--- config.mk ---
export PLATFORM = sky130hd
export DESIGN_NAME = pt2_walker
export DESIGN_NICKNAME = d
export VERILOG_FILES = /design/src/rtl/pt2_pkg.sv /design/src/rtl/pt2_entry_addr.sv /design/src/rtl/pt2_entry_decode.sv /design/src/rtl/pt2_va_fields.sv /design/src/rtl/pt2_walker.sv
export SDC_FILE = /design/constraint.sdc
export NUM_CORES = 1
export LEC_CHECK = 0
export BUFFER_PORTS_ARGS = -buffer_cell sky130_fd_sc_hd__clkbuf_2
export CAP_MARGIN = 20
export CORE_MARGIN = 2
export CORE_UTILIZATION = 25
export DETAILED_ROUTE_END_ITERATION = 8
export GPL_ROUTABILITY_DRIVEN = 1
export PLACE_DENSITY = 0.53
export REMOVE_ABC_BUFFERS = 1
export SYNTH_ARGS = -nofsm -noshare
export SYNTH_HDL_FRONTEND = slang
export SYNTH_SLANG_ARGS = --single-unit
--- constraint.sdc ---
create_clock -name clk -period 3.4 [get_ports clk]
set_clock_uncertainty 0.1 [all_clocks]
set_input_delay 0.17 -clock clk [delete_from_list [all_inputs] [get_ports clk]]
set_output_delay 0.17 -clock clk [all_outputs]
set_load 0.1 [all_outputs]
--- src/rtl/pt2_pkg.sv ---
package pt2_pkg;

    // Walk sequence: at most one table read in flight at any time.
    typedef enum logic [2:0] {
        ST_IDLE    = 3'd0,
        ST_L1_REQ  = 3'd1,
        ST_L1_WAIT = 3'd2,
        ST_L2_REQ  = 3'd3,
        ST_L2_WAIT = 3'd4,
        ST_RESP    = 3'd5
    } walk_state_e;

    function automatic logic is_busy(input walk_state_e st);
        return st != ST_IDLE;
    endfunction

endpackage

--- src/rtl/pt2_entry_addr.sv ---
// Entry byte address = table base + index scaled by the entry size, wrapping
// in the physical address width.
module pt2_entry_addr #(
    parameter int ADDR_W     = 30,
    parameter int IDX_W      = 12,
    parameter int SIZE_LOG2  = 2
) (
    input  logic [ADDR_W-1:0] base,
    input  logic [IDX_W-1:0]  idx,
    output logic [ADDR_W-1:0] addr
);
    logic [ADDR_W-1:0] idx_ext;

    assign idx_ext = ADDR_W'(idx);

    generate
        if (SIZE_LOG2 == 0) begin : g_byte_entries
            assign addr = base + idx_ext;
        end else begin : g_scaled_entries
            assign addr = base + (idx_ext << SIZE_LOG2);
        end
    endgenerate
endmodule

--- src/rtl/pt2_entry_decode.sv ---
// Splits a table word into its valid flag and its payload field.
module pt2_entry_decode #(
    parameter int WORD_W    = 32,
    parameter int FIELD_W   = 30,
    parameter int VALID_BIT = 31
) (
    input  logic [WORD_W-1:0]  word,
    output logic               ok,
    output logic [FIELD_W-1:0] field
);
    localparam logic [WORD_W-1:0] FIELD_MASK = WORD_W'((64'd1 << FIELD_W) - 64'd1);
    localparam logic [WORD_W-1:0] USED_MASK  = FIELD_MASK | (WORD_W'(1) << VALID_BIT);

    logic unused_rsvd;

    assign ok          = word[VALID_BIT];
    assign field       = word[FIELD_W-1:0];
    assign unused_rsvd = ^(word & ~USED_MASK);
endmodule

--- src/rtl/pt2_va_fields.sv ---
// Carves the virtual address into outer index, inner index and page offset,
// each widened to a common index width for the shared address generator.
module pt2_va_fields #(
    parameter int VA_W    = 32,
    parameter int OUTER_W = 12,
    parameter int INNER_W = 8,
    parameter int OFF_W   = 12,
    parameter int IDX_W   = 12
) (
    input  logic [VA_W-1:0]  va,
    output logic [IDX_W-1:0] outer_idx,
    output logic [IDX_W-1:0] inner_idx,
    output logic [OFF_W-1:0] offset
);
    assign outer_idx = IDX_W'(va[VA_W-1 -: OUTER_W]);
    assign inner_idx = IDX_W'(va[OFF_W +: INNER_W]);
    assign offset    = va[OFF_W-1:0];
endmodule

--- src/rtl/pt2_walker.sv ---
module pt2_walker
    import pt2_pkg::*;
#(
    parameter int VA_W       = 32,
    parameter int OUTER_W    = 12,
    parameter int INNER_W    = 8,
    parameter int OFF_W      = 12,
    parameter int PA_W       = 30,
    parameter int PPN_W      = 18,
    parameter int WORD_W     = 32,
    parameter int SIZE_LOG2  = 2,
    parameter int VALID_BIT  = 31,
    parameter logic [PA_W-1:0] ROOT_RESET = '0
) (
    input  logic              clk,
    input  logic              rst_n,
    input  logic              root_we,
    input  logic [PA_W-1:0]   root_wdata,
    input  logic              req_valid,
    output logic              req_ready,
    input  logic [VA_W-1:0]   req_vaddr,
    output logic              mem_rd_valid,
    input  logic              mem_rd_ready,
    output logic [PA_W-1:0]   mem_rd_addr,
    input  logic              mem_rsp_valid,
    input  logic [WORD_W-1:0] mem_rsp_data,
    output logic              rsp_valid,
    input  logic              rsp_ready,
    output logic [PA_W-1:0]   rsp_paddr,
    output logic              rsp_fault
);
    localparam int IDX_W = (OUTER_W > INNER_W) ? OUTER_W : INNER_W;

    typedef struct packed {
        walk_state_e     st;
        logic [PA_W-1:0] root;
        logic [VA_W-1:0] va;
        logic [PA_W-1:0] inner_base;
        logic [PA_W-1:0] paddr;
        logic            fault;
    } walk_t;

    walk_t s_d, s_q;

    logic [IDX_W-1:0]  outer_idx, inner_idx, sel_idx;
    logic [OFF_W-1:0]  page_off;
    logic [PA_W-1:0]   sel_base;
    logic [PA_W-1:0]   root_q;
    logic              outer_ok, inner_ok;
    logic [PA_W-1:0]   outer_ptr;
    logic [PPN_W-1:0]  inner_ppn;
    logic              second_level;

    assign root_q       = s_q.root;
    assign second_level = (s_q.st == ST_L2_REQ);

    pt2_va_fields #(
        .VA_W(VA_W), .OUTER_W(OUTER_W), .INNER_W(INNER_W),
        .OFF_W(OFF_W), .IDX_W(IDX_W)
    ) u_fields (
        .va        (s_q.va),
        .outer_idx (outer_idx),
        .inner_idx (inner_idx),
        .offset    (page_off)
    );

    assign sel_base = second_level ? s_q.inner_base : root_q;
    assign sel_idx  = second_level ? inner_idx : outer_idx;

    pt2_entry_addr #(
        .ADDR_W(PA_W), .IDX_W(IDX_W), .SIZE_LOG2(SIZE_LOG2)
    ) u_addr (
        .base (sel_base),
        .idx  (sel_idx),
        .addr (mem_rd_addr)
    );

    pt2_entry_decode #(
        .WORD_W(WORD_W), .FIELD_W(PA_W), .VALID_BIT(VALID_BIT)
    ) u_outer_dec (
        .word  (mem_rsp_data),
        .ok    (outer_ok),
        .field (outer_ptr)
    );

    pt2_entry_decode #(
        .WORD_W(WORD_W), .FIELD_W(PPN_W), .VALID_BIT(VALID_BIT)
    ) u_inner_dec (
        .word  (mem_rsp_data),
        .ok    (inner_ok),
        .field (inner_ppn)
    );

    assign req_ready    = !is_busy(s_q.st);
    assign mem_rd_valid = (s_q.st == ST_L1_REQ) || (s_q.st == ST_L2_REQ);
    assign rsp_valid    = (s_q.st == ST_RESP);
    assign rsp_paddr    = s_q.paddr;
    assign rsp_fault    = s_q.fault;

    always_comb begin
        s_d = s_q;

        // Root updates are only honoured between walks.
        if (root_we && !is_busy(s_q.st)) begin
            s_d.root = root_wdata;
        end

        case (s_q.st)
            ST_IDLE: begin
                if (req_valid) begin
                    s_d.va    = req_vaddr;
                    s_d.paddr = '0;
                    s_d.fault = 1'b0;
                    s_d.st    = ST_L1_REQ;
                end
            end
            ST_L1_REQ: begin
                if (mem_rd_ready) begin
                    s_d.st = ST_L1_WAIT;
                end
            end
            ST_L1_WAIT: begin
                if (mem_rsp_valid) begin
                    if (outer_ok) begin
                        s_d.inner_base = outer_ptr;
                        s_d.st         = ST_L2_REQ;
                    end else begin
                        s_d.fault = 1'b1;
                        s_d.paddr = '0;
                        s_d.st    = ST_RESP;
                    end
                end
            end
            ST_L2_REQ: begin
                if (mem_rd_ready) begin
                    s_d.st = ST_L2_WAIT;
                end
            end
            ST_L2_WAIT: begin
                if (mem_rsp_valid) begin
                    if (inner_ok) begin
                        s_d.paddr = {inner_ppn, page_off};
                        s_d.fault = 1'b0;
                    end else begin
                        s_d.paddr = '0;
                        s_d.fault = 1'b1;
                    end
                    s_d.st = ST_RESP;
                end
            end
            ST_RESP: begin
                if (rsp_ready) begin
                    s_d.st = ST_IDLE;
                end
            end
            default: begin
                s_d.st = ST_IDLE;
            end
        endcase
    end

    always_ff @(posedge clk or negedge rst_n) begin
        if (!rst_n) begin
            s_q.st         <= ST_IDLE;
            s_q.root       <= ROOT_RESET;
            s_q.va         <= '0;
            s_q.inner_base <= '0;
            s_q.paddr      <= '0;
            s_q.fault      <= 1'b0;
        end else begin
            s_q <= s_d;
        end
    end
endmodule


**Yosys cells after proc, flatten, opt, wreduce, memory -nomap -nowiden**

Cells that the tools add are included.

- Input bits: 101
- Flip-flop bits (word level): 126

- Mux-type cells: 16
- Equality and inequality tests: 12
- Reduce and logical (&&, ||, !) cells: 10
- Add/subtract/negate cells: 1

Operators by type and width:

| cell | count |
|---|---|
| 31-bit two-way mux | 5 |
| 31-bit one-hot mux with 3 select lines | 1 |
| 30-bit by 14-bit adder with 30-bit output | 1 |
| 30-bit two-way mux | 1 |
| 3-bit two-way mux | 7 |
| 3-bit one-hot mux with 6 select lines | 1 |
| 12-bit two-way mux | 1 |
| 2-bit inequality test, second input constant | 6 |
| 3-bit by 2-bit == test with 1-bit output, second input constant | 2 |
| 3-bit == test, second input constant | 2 |
| 6-bit AND reduction | 1 |
| 3-bit nonzero test | 2 |
| 5-bit AND reduction | 1 |
| 3-bit by 1-bit == test with 1-bit output, second input constant | 1 |
| 3-bit logical NOT | 1 |
| 3-bit AND reduction | 1 |
| 2-bit by 1-bit inequality test with 1-bit output, second input constant | 1 |
| 2-bit AND reduction | 1 |
| 1-bit logical AND | 1 |
| 1-bit logical NOT | 1 |
| 1-bit logical OR | 1 |

**Depth between registers and ports, before layout**

- Depth after elaboration: 3
- Gate-level depth with buffers: 14

**By module**

A second synthesis with hierarchy kept.

- Cell total of the unflattened synthesis: 663
- Area total of the unflattened synthesis: 7527.2 sq um

By module, submodules not included:

| module | times used | cells an instance | area each (sq um) |
|---|---|---|---|
| pt2_walker | 1 | 436 | 5805.6 |
| pt2_entry_addr | 1 | 140 | 1072.3 |
| pt2_va_fields | 1 | 37 | 274.0 |
| pt2_entry_decode at u_outer_dec | 1 | 31 | 232.7 |
| pt2_entry_decode at u_inner_dec | 1 | 19 | 142.6 |

**Worst setup path after synthesis**

OpenSTA, ideal clock, no wires.

- Path kind: reg2out
- From: reg s_q[125] (netlist name)
- To: out mem_rd_addr[27]
- Required time: 3.130 ns
- Arrival time: 4.692 ns
- Setup slack: -1.562 ns
- Stages on the path, launching flop included: 14
- Cells stage by stage: dfrtp_1 buf_6 nand3b_4 buf_6 clkbuf_1 buf_2 mux2_2 ha_1 nand2_1 o31ai_4 o211ai_1 a2111oi_0 xnor2_1 mux2i_1

- Longest elaborated chain between the ends: 3

RTL lines:

| what | line | text |
|---|---|---|
| start: declaration | pt2_walker.sv:43 | `walk_t s_d, s_q;` |
| 3-bit by 2-bit == test with 1-bit output * | pt2_walker.sv:55 | `assign second_level = (s_q.st == ST_L2_REQ);` |
| 30-bit two-way mux / 12-bit two-way mux (equally long branches) | pt2_walker.sv:67, pt2_walker.sv:68 |  |
| 30-bit by 14-bit adder with 30-bit output * | pt2_entry_addr.sv:20 | `assign addr = base + (idx_ext << SIZE_LOG2);` |
| end: declaration | pt2_walker.sv:24 | `output logic [PA_W-1:0] mem_rd_addr,` |

Every way passes the cells marked *; elsewhere a longest branch is shown, timed or not.

**Worst setup path after layout**

Ends and elaborated chain as after synthesis.

==> impl_metrics.toml <==
[grt]
grt_pass1_vias = 5691
overflow = 0
grt_pass1_wl_um = 31250
grt_usage_pct = 14.36
antenna_found_initial = 2
grt_max_degree = 110

[placement]
port_buffers = 163
hpwl_um = 13320
pre_cts_ws_ns = -0.1721
gp_congestion = 0.8013
place_area_sq_um = 8269

[final_layout]
layout_common_cells = "clkbuf_2 (135), dfrtp_1 (124), mux2_2 (108)"
multi_input_area_sq_um = 3613
n_fill_cell = 2478
final_common_cell = "clkbuf_2"
utilization_pct = 40.40
drive_above_1_share_pct = 48.24
nets = 981
syn_to_final_growth_pct = 58.55
regArea_sq_um = 3156
final_area_sq_um = 10530

[critical_path]
arrival_ns = 3.51
critPathKind = "flop to output pin"
ff2ff_path_depth = 6
r2r_end = "rsp_paddr[27]"
reg2reg_slack_ns = 1.14
crit_path_end_kind = "output pin"
r2r_start = "s_q[125]"
worstPathRequired_ns = 3.13
cp_cell_sequence = "nand3b_4 > buf_12 > buf_6 > mux2_4 > ha_4 > nand2_1 > a21oi_2 > o211ai_1 > a2111oi_2 > buf_4 > xnor2_1 > mux2i_1 > buf_4 > buf_12"
cp_slowest_cell = "dfrtp_1"
critPathMaxFanout = 5
cp_slowest_stage_delay_ns = 0.40
start_kind = "flop"

[synth]
ys_warn_count = 0
syn_inst = 594
synth_seq_area_share_pct = 47.48
synth_simple_gate_area_share_pct = 10.48
synth_cell_type_count = 50
syn_area_sq_um = 6640
synth-xor-area-share_pct = 3.957
ys_seq_elements = 126
synth.area.mux_share_pct = 22.10
synth_top_family_by_area = "multiplexers"
syn_avg_cell_area_sq_um = 11.18
synthAdderAreaFrac_pct = 2.563
synth_compound_area_share_pct = 7.933

[timing]
period_share_pct = 111.2
rsz0062_at_grt = "yes"
tightest_slew_ns = 0.6859
fin_crit_ns = 3.779
slew_violations = 0
setup_slack_ns = -0.3794
fin_tns_setup_ns = -4.621
finalSetupViolations = 18
finalHoldViolCount = 0
relSlewSlack_pct = 54.06
timing.fmax_mhz = 264.6

[floorplan]
io_pins = 165
die_w_um = 167.0
initial_utilization_pct = 25.48
die_h_um = 167.0
floorplan.rows = 59
core_region_area_sq_um = 26060
dieArea_sq_um = 27880

[detailed_routing]
drt_iter0_drc = 199
vias = 5448
via_per_inst = 4.480
wl_um = 19710
wl_per_cell_um = 16.21
dr.pass1.iters = 4
drc_errors = 0
ant_nets = 0

[hold_path]
holdCritPathClass = "primary input to async pin"

[clock_tree]
clkSinkCount = 126
clock_tree.buffer_depth = 2
numCtsBuffers = 17
clk_latency_ns = 0.42
clock-root-buffer = "clkbuf_16"
path_clk_slew_ns = 0.06
h-tree-depth = 4
tritoncts = "yes"

[status]
violations = "negative setup slack"
outcome = "complete, but fails checks"

[run]
maxCapViolCount = 0
[sequential cells by signal, summed over array words and instances (netlist names)]
signal and cells:
rsp_paddr 30, rsp_fault 1, root_q 30, s_q 65
[layout make-up]
cell class	count	area share, %
well taps	335	3.981
multi-input cells	407	34.32
diodes	2	0.04754
inverters	3	0.1070
clock buffers	20	4.338
repair buffers	312	25.43
clock inverters	11	1.795
flip-flops and latches	126	29.97
[critical path: cells and delay by family (launching register included)]
kind                       cells  cell delay, ns
AOI/OAI and AO/OA              3            0.75
xor gates and xnor gates       1            0.05
adders and majority gates      1            0.27
buffers and inverters          5            0.78
DFF                            1            0.40
muxes                          2            0.53
and+or+nand+nor                2            0.31
[timing repair]
| action | CTS | global route |
|---|---|---|
| setup endpoints to repair | 23 | 22 |
| endpoints found under the hold margin | 218 | 0 |
| hold buffers | 94 | 0 |
| pin swaps | 31 | 6 |
| gates resized for setup | 68 | 24 |
| buffers inserted | 10 | 3 |
| gates cloned | 1 | 0 |
[per-layer routing]
layer | vias up | routed length (um) | track usage, %
li1 | 2615 | - | -
met4 | 0 | 270 | 3.711
met2 | 159 | 9380 | 23.73
met3 | 15 | 1122 | 3.707
met5 | - | 0 | 0
met1 | 2659 | 8940 | 18.72
[cell families after synthesis]
| group | after synthesis |
|---|---|
| and+or+nand+nor | 146 |
| DFF | 126 |
| AOI/OAI and AO/OA | 85 |
| adders and majority gates | 13 |
| muxes | 132 |
| xor gates and xnor gates | 30 |
| buffers and inverters | 62 |
[synthesized netlist by cell type, drive strengths merged]
cell type	instances	area, sq um
dfrtp	126	3153
mux2	117	1318
nand2	79	296.5
o21ai	43	215.2
buf	41	285.3
clkbuf	18	67.56
xnor2	16	140.1
mux2i	15	150.1
a21oi	14	70.07
xor2	14	122.6
ha	12	150.1
nor2	12	45.04
nand3	10	50.05
nand4	10	62.56
and2	7	43.79
and3	6	37.54
nor3	5	30.03
a2111oi	4	37.54
a21o	4	30.03
nor2b	4	25.02
o31ai	4	43.79
a211oi	3	22.52
a31oi	3	18.77
inv	3	11.26
nand3b	3	35.03
nand2b	2	12.51
nand4b	2	17.52
nor4	2	12.51
o211ai	2	15.01
or2	2	12.51
a22oi	1	7.510
a41o	1	10.01
and4	1	8.760
fa	1	20.02
o2111ai	1	15.01
o21bai	1	7.510
o22a	1	8.760
o22ai	1	6.260
o32a	1	10.01
o41ai	1	8.760
or3	1	6.260
[stage by stage]
step                hold slack [ns]  cells
floorplan                   -0.2256    535
finish                      0.08068   1216
CTS                          0.1437   1210
global placement             0.2874   1074
detailed placement           0.2950   1074
global route                0.07817   1216
[how the worst max path moves through the flow]
stage	slack, ns	cells after the start	endpoint	from
floorplan	-1.46	9	mem_rd_addr[27]	s_q[124]
detailed placement	-0.17	13	mem_rd_addr[27]	s_q[125]
finish	-0.38	14	mem_rd_addr[27]	s_q[125]
CTS	-0.42	13	mem_rd_addr[27]	s_q[125]
global placement	-0.14	14	mem_rd_addr[27]	s_q[125]
global route	-0.60	13	mem_rd_addr[27]	s_q[125]
Power is left out: the tool's default activity adds up to more than one toggle a clock period on the data nets, which glitch-free logic cannot reach.
